===== config.mk =====
export PLATFORM = sky130hd
export DESIGN_NAME = addr_cam_filter
export DESIGN_NICKNAME = d
export VERILOG_FILES = /design/src/rtl/addr_cam_pkg.sv /design/src/rtl/addr_cam_ctrl.sv /design/src/rtl/addr_cam_table.sv /design/src/rtl/addr_cam_classify.sv /design/src/rtl/addr_cam_filter.sv
export SDC_FILE = /design/constraint.sdc
export NUM_CORES = 2
export LEC_CHECK = 0
export BUFFER_PORTS_ARGS = -buffer_cell sky130_fd_sc_hd__buf_2
export CORE_MARGIN = 2
export CORE_UTILIZATION = 37
export CTS_CLUSTER_DIAMETER = 80
export DETAILED_ROUTE_END_ITERATION = 7
export PLACE_DENSITY_LB_ADDON = 0.1
export SLEW_MARGIN = 30
export SYNTH_ARGS = -nofsm -noshare
export SYNTH_HDL_FRONTEND = slang
export SYNTH_SLANG_ARGS = --single-unit
export TNS_END_PERCENT = 10

===== constraint.sdc =====
create_clock -name clk -period 9.8 [get_ports clk]
set_input_delay 1.47 -clock clk [delete_from_list [all_inputs] [get_ports clk]]
set_output_delay 1.47 -clock clk [all_outputs]
set_load 0.03 [all_outputs]

===== src/rtl/addr_cam_pkg.sv =====
package addr_cam_pkg;

  typedef enum logic [1:0] {
    LD_IDLE  = 2'd0,
    LD_CHECK = 2'd1,
    LD_REC   = 2'd2,
    LD_MASK  = 2'd3
  } ldState_t;

  // strobes from the load control to the table datapath
  typedef struct packed {
    logic       capture;   // latch pointer, count, mode; index to 0
    logic       wrWord;    // write memRdata into current entry slice
    logic       nextRec;   // step to next record
    logic       wrMask;    // load enable mask from memRdata
    logic [1:0] wordSel;   // word of the record being addressed
  } camStrobe_t;

endpackage


===== src/rtl/addr_cam_ctrl.sv =====
module addr_cam_ctrl
  import addr_cam_pkg::*;
(
  input  logic       clk,
  input  logic       rstN,
  input  logic       loadStart,
  input  logic       memValid,
  input  logic       countNz,
  input  logic       idxLast,
  output camStrobe_t stb,
  output logic       memReq,
  output logic       loadBusy,
  output logic       loadDone
);

  ldState_t   state, stateNxt;
  logic [1:0] wordCnt;

  always_comb begin
    stateNxt    = state;
    stb         = '0;
    stb.wordSel = wordCnt;
    memReq      = 1'b0;
    unique case (state)
      LD_IDLE: begin
        if (loadStart) begin
          stb.capture = 1'b1;
          stateNxt    = LD_CHECK;
        end
      end
      LD_CHECK: begin
        stateNxt = countNz ? LD_REC : LD_MASK;
      end
      LD_REC: begin
        memReq = 1'b1;
        if (memValid) begin
          stb.wrWord = 1'b1;
          if (wordCnt == 2'd3) begin
            stb.nextRec = 1'b1;
            stateNxt    = idxLast ? LD_MASK : LD_CHECK;
          end
        end
      end
      LD_MASK: begin
        memReq      = 1'b1;
        stb.wordSel = 2'd0;
        if (memValid) begin
          stb.wrMask = 1'b1;
          stateNxt   = LD_IDLE;
        end
      end
      default: stateNxt = LD_IDLE;
    endcase
  end

  always_ff @(posedge clk or negedge rstN) begin
    if (!rstN) begin
      state    <= LD_IDLE;
      wordCnt  <= 2'd1;
      loadDone <= 1'b0;
    end else begin
      state    <= stateNxt;
      loadDone <= stb.wrMask;
      if (state == LD_CHECK) begin
        wordCnt <= 2'd1;
      end else if (state == LD_REC && memValid) begin
        wordCnt <= wordCnt + 2'd1;
      end
    end
  end

  assign loadBusy = (state != LD_IDLE);

endmodule


===== src/rtl/addr_cam_table.sv =====
module addr_cam_table
  import addr_cam_pkg::*;
#(
  parameter int NUM_ENTRIES = 16,
  parameter int ADDR_W      = 32,
  parameter int CNT_W       = 16,
  parameter int CNT_LOW     = 5,
  parameter int WORD_W      = 16,
  localparam int IDX_W      = $clog2(NUM_ENTRIES),
  localparam int ENT_W      = 3 * WORD_W
) (
  input  logic              clk,
  input  logic              rstN,
  input  camStrobe_t        stb,
  input  logic              wideMode,
  input  logic [ADDR_W-1:0] descPtr,
  input  logic [CNT_W-1:0]  descCount,
  input  logic [WORD_W-1:0] memRdata,
  output logic [ADDR_W-1:0] memAddr,
  output logic              countNz,
  output logic              idxLast,
  input  logic [ENT_W-1:0]  dstAddr,
  output logic              camHit,
  input  logic              ctrlInReset,
  input  logic [IDX_W-1:0]  camPtr,
  input  logic [1:0]        rdWordSel,
  output logic [WORD_W-1:0] rdData
);

  logic [ADDR_W-1:0]      ptr;
  logic [CNT_W-1:0]       count;
  logic [IDX_W-1:0]       index;
  logic                   wideLat;
  logic [NUM_ENTRIES-1:0] camMask;
  logic [ENT_W-1:0]       camEntry [NUM_ENTRIES];
  logic [NUM_ENTRIES-1:0] hitVec;
  logic [ADDR_W-1:0]      wordOff, recStep;

  // slot is 2 bytes narrow, 4 bytes wide; a record is 4 slots
  assign wordOff = wideLat ? (ADDR_W'(stb.wordSel) << 2) : (ADDR_W'(stb.wordSel) << 1);
  assign recStep = wideLat ? ADDR_W'(16) : ADDR_W'(8);
  assign memAddr = ptr + wordOff;
  assign countNz = |count[CNT_LOW-1:0];
  assign idxLast = (index == IDX_W'(NUM_ENTRIES - 1));

  always_ff @(posedge clk or negedge rstN) begin
    if (!rstN) begin
      ptr     <= '0;
      count   <= '0;
      index   <= '0;
      wideLat <= 1'b0;
      camMask <= '0;
      for (int i = 0; i < NUM_ENTRIES; i++) camEntry[i] <= '0;
    end else begin
      if (stb.capture) begin
        ptr     <= descPtr;
        count   <= descCount;
        index   <= '0;
        wideLat <= wideMode;
      end
      if (stb.wrWord) begin
        unique case (stb.wordSel)
          2'd1:    camEntry[index][WORD_W-1:0]          <= memRdata;
          2'd2:    camEntry[index][2*WORD_W-1:WORD_W]   <= memRdata;
          default: camEntry[index][3*WORD_W-1:2*WORD_W] <= memRdata;
        endcase
      end
      if (stb.nextRec) begin
        ptr   <= ptr + recStep;
        count <= count - CNT_W'(1);
        index <= index + IDX_W'(1);
      end
      if (stb.wrMask) camMask <= memRdata[NUM_ENTRIES-1:0];
    end
  end

  for (genvar g = 0; g < NUM_ENTRIES; g++) begin : gHit
    assign hitVec[g] = camMask[g] && (camEntry[g] == dstAddr);
  end
  assign camHit = |hitVec;

  always_comb begin
    rdData = '0;
    if (ctrlInReset) begin
      unique case (rdWordSel)
        2'd0:    rdData = camEntry[camPtr][WORD_W-1:0];
        2'd1:    rdData = camEntry[camPtr][2*WORD_W-1:WORD_W];
        2'd2:    rdData = camEntry[camPtr][3*WORD_W-1:2*WORD_W];
        default: rdData = '0;
      endcase
    end
  end

endmodule


===== src/rtl/addr_cam_classify.sv =====
module addr_cam_classify #(
  parameter int ADDR_BYTES = 6,
  localparam int DST_W     = 8 * ADDR_BYTES
) (
  input  logic [DST_W-1:0] dstAddr,
  input  logic             modePromisc,
  input  logic             modeAllMulti,
  input  logic             modeBcast,
  input  logic             camHit,
  output logic             accept,
  output logic             isMulti,
  output logic             isBcast
);

  logic groupBit, allOnes;
  assign groupBit = dstAddr[0];
  assign allOnes  = &dstAddr;

  // fixed priority: promiscuous (individual only), all-multicast,
  // broadcast, then table match
  always_comb begin
    accept  = 1'b0;
    isMulti = 1'b0;
    isBcast = 1'b0;
    if (modePromisc && !groupBit) begin
      accept = 1'b1;
    end else if (modeAllMulti && groupBit) begin
      accept  = 1'b1;
      isMulti = 1'b1;
    end else if (modeBcast && allOnes) begin
      accept  = 1'b1;
      isBcast = 1'b1;
    end else if (camHit) begin
      accept = 1'b1;
    end
  end

endmodule


===== src/rtl/addr_cam_filter.sv =====
module addr_cam_filter
  import addr_cam_pkg::*;
#(
  parameter int NUM_ENTRIES = 16,
  parameter int ADDR_W      = 32,
  parameter int CNT_W       = 16,
  parameter int CNT_LOW     = 5,
  localparam int WORD_W     = 16,
  localparam int IDX_W      = $clog2(NUM_ENTRIES),
  localparam int DST_W      = 3 * WORD_W
) (
  input  logic              clk,
  input  logic              rstN,
  input  logic              loadStart,
  input  logic              wideMode,
  input  logic [ADDR_W-1:0] descPtr,
  input  logic [CNT_W-1:0]  descCount,
  output logic              loadBusy,
  output logic              loadDone,
  output logic              memReq,
  output logic [ADDR_W-1:0] memAddr,
  input  logic              memValid,
  input  logic [WORD_W-1:0] memRdata,
  input  logic [DST_W-1:0]  dstAddr,
  input  logic              modePromisc,
  input  logic              modeAllMulti,
  input  logic              modeBcast,
  output logic              accept,
  output logic              isMulti,
  output logic              isBcast,
  input  logic              ctrlInReset,
  input  logic [IDX_W-1:0]  camPtr,
  input  logic [1:0]        rdWordSel,
  output logic [WORD_W-1:0] rdData
);

  camStrobe_t stb;
  logic       countNz, idxLast, camHit;

  addr_cam_ctrl u_ctrl (
    .clk      (clk),
    .rstN     (rstN),
    .loadStart(loadStart),
    .memValid (memValid),
    .countNz  (countNz),
    .idxLast  (idxLast),
    .stb      (stb),
    .memReq   (memReq),
    .loadBusy (loadBusy),
    .loadDone (loadDone)
  );

  addr_cam_table #(
    .NUM_ENTRIES(NUM_ENTRIES),
    .ADDR_W     (ADDR_W),
    .CNT_W      (CNT_W),
    .CNT_LOW    (CNT_LOW),
    .WORD_W     (WORD_W)
  ) u_table (
    .clk        (clk),
    .rstN       (rstN),
    .stb        (stb),
    .wideMode   (wideMode),
    .descPtr    (descPtr),
    .descCount  (descCount),
    .memRdata   (memRdata),
    .memAddr    (memAddr),
    .countNz    (countNz),
    .idxLast    (idxLast),
    .dstAddr    (dstAddr),
    .camHit     (camHit),
    .ctrlInReset(ctrlInReset),
    .camPtr     (camPtr),
    .rdWordSel  (rdWordSel),
    .rdData     (rdData)
  );

  addr_cam_classify #(.ADDR_BYTES(DST_W / 8)) u_cls (
    .dstAddr     (dstAddr),
    .modePromisc (modePromisc),
    .modeAllMulti(modeAllMulti),
    .modeBcast   (modeBcast),
    .camHit      (camHit),
    .accept      (accept),
    .isMulti     (isMulti),
    .isBcast     (isBcast)
  );

endmodule


==> impl_metrics.ini <==
[global_route]
grt_overflow = 0
grt_start_max_net_pins = 152
grt_usage_pct = 36.4
antenna_found_initial = 19
grt_pass1_vias = 36100
grt_pass1_wl_um = 323000

[routing]
first_iter_violations = 5522
wl_per_cell_um = 40.6
antenna_left = 0
drt_pass1_iterations = 8
drc = 0
via_per_inst = 6.51
num_vias = 38300
finalWirelength_um = 239000

[cells_and_area]
final_common_cell = dfrtp_1
fin_util_pct = 41.5
syn_to_final_growth_pct = 11.7
final_nets = 4284
final_cell_mix = dfrtp_1, a22o_1, xor2_1, nand2_1, xnor2_1
drive_gt1_share_pct = 17.5
fin_area_um2 = 52100

[worst_setup_path]
ff2ff_path_depth = 9
endpoint = accept
critPathKind = in2out
r2r_start = u_ctrl.state[1]
path_max_fanout = 17
crit_arrival_ns = 5.31
worstSetupStartpoint = dstAddr[24]
required_ns = 8.33
crit_path_start_kind = input pin
end_kind = output port
rrSetupSlack_ns = 5.70

[synthesis]
yosysTopAreaCellShare_pct = 44.5
synth_top_cell_by_area = dfrtp_1
syn_area_um2 = 46600
synthCells = 4167
ys_dominant_reg_cell = dfrtp_1
ys_seq_elements = 831
synth.distinct_cells = 65
synth.yosys.seq_area_share_pct = 44.6
synthesis.nets = 4309
synth_edf_count = 0
ys_top_cells_by_area = dfrtp_1, mux4_2, a22o_1
async_flop_share_pct = 100
yosysWarnings = 0
syn_area_per_cell_um2 = 11.2

[cts]
root_buffer = clkbuf_16
cts_tree = built
numCtsBuffers = 101
clk_latency_ns = 0.75
clk_pin_slew_worst_paths_ns = 0.05
ctsLongestPathBuffers = 3
cts_hold_buf = 0
h-tree-depth = 3
ctsResizeCount = 0
clkSinkCount = 831
post_cts_buffers = 0

[timing]
finalSetupTns_ns = 0
max_freq_mhz = 148
finalSetupViolCount = 0
holdWs_ns = 0.476
slew_viol_final = 0
tightest_slew_ns = 1.12
rsz0062_at_grt = false
finalHoldViolCount = 0
slew_headroom_pct = 24.5
clock_skew_ns = 0.0333
layout_min_cycle_time_ns = 6.78
period_share_pct = 69.2

[worst_hold_path]
min_path_type = reg2reg

[power]
leakagePower_uw = 0.0228
vdd_drop_max_uv = 184
p_per_area_nw_per_um2 = 216

[floorplanning]
start_util_pct = 37.2
dieArea_um2 = 129000
core_area_um2 = 125000
num_rows = 130
pin_count = 181
die_y_um = 359
die_w_um = 359

[place]
io_buffer_count = 169
hpwl_um = 172000
gp_congestion = 1.03
placed_cell_area_um2 = 48600

[job]
maxCapViolations = 0

[status]
outcome = finished clean
stage by stage:
stage	setup WS [ns]	instances	total power, uW
final	3.02	5883	11200
after global routing	3.12	5875	11500
after detailed placement	3.29	5688	7290
after CTS	3.29	5874	11100
after floorplan	5.07	4167	5940
after global placement	3.29	5687	7270
power breakdown:
group / internal (uW) / total, uW / switching (uW)
clock: 2240 / 3890 / 1660
combinational: 885 / 3110 / 2230
sequential: 3790 / 4240 / 448
total: 6910 / 11200 / 4330
per-layer routing:
layer  GRT usage [%]  vias to the layer above  share of wire, %
met3            15.7                      304                14
met5               0                        -             0.033
met2            49.3                     2399                40
li1                -                    15300                 -
met1            52.0                    20300                42
met4            11.1                       14               3.4
cells in the mapped netlist (7+ instances only):
| cell type | number |
|---|---|
| dfrtp_1 | 830 |
| a21oi_1 | 16 |
| o22ai_1 | 25 |
| mux2_2 | 16 |
| nand4_1 | 107 |
| a22o_1 | 525 |
| o21ai_1 | 42 |
| nor2_1 | 65 |
| ha_1 | 13 |
| xnor2_1 | 272 |
| inv_1 | 76 |
| a221o_1 | 26 |
| a22oi_1 | 21 |
| nor3_1 | 43 |
| buf_6 | 8 |
| buf_4 | 15 |
| nand2_2 | 11 |
| clkbuf_1 | 180 |
| xor2_1 | 428 |
| a222oi_1 | 7 |
| buf_2 | 182 |
| nand2_1 | 425 |
| o21ai_0 | 263 |
| nand3_1 | 34 |
| a21o_1 | 18 |
| nor2b_1 | 8 |
| mux4_2 | 240 |
| a221oi_1 | 10 |
| a21boi_1 | 16 |
| o2bb2ai_1 | 16 |
| nor4_1 | 132 |
| nor2_2 | 16 |
kinds of logic after synthesis:
family,count (synthesis),share of synthesized area [%]
AND/OR/NAND/NOR,881,9.07
adder cells (fa/ha/maj),15,0.435
AO/OA/AOI/OAI,1017,16.3
flip-flops,831,44.6
multiplexers,256,12.0
XOR/XNOR,700,13.1
buffers and inverters,467,4.50
critical path, stage by stage:
cell and delay [ns]:
buf_2 0.60, xor2_1 0.14, nor4_1 0.98, nand4_1 0.26, or4_1 0.81, o31ai_1 0.25
nor4_1 0.17, nand4_1 0.33, buf_2 0.28
final cells by class:
| cell class | instances | area (um^2) |
|---|---|---|
| fill | 12100 | 73300 |
| multi-input combinational | 2869 | 23900 |
| sequential | 831 | 20800 |
| clock buffer | 154 | 3040 |
| tap | 1650 | 2060 |
| timing repair buffer | 262 | 1690 |
| clock inverter | 32 | 303 |
| inverter | 77 | 289 |
| antenna | 8 | 20.0 |
worst min-delay path by stage:
stage,from,end,slack (ns),cells past startpoint
final,u_table.ptr[0],u_table.ptr[0],0.48,2
after floorplan,u_table.ptr[0],u_table.ptr[0],0.45,2
after CTS,u_table.ptr[0],u_table.ptr[0],0.49,2
after detailed placement,u_table.ptr[1],u_table.ptr[1],0.47,2
after global placement,u_table.ptr[0],u_table.ptr[0],0.47,2
after global routing,u_table.ptr[1],u_table.ptr[1],0.50,2
Note: power is estimated with default switching activity, not from simulation.
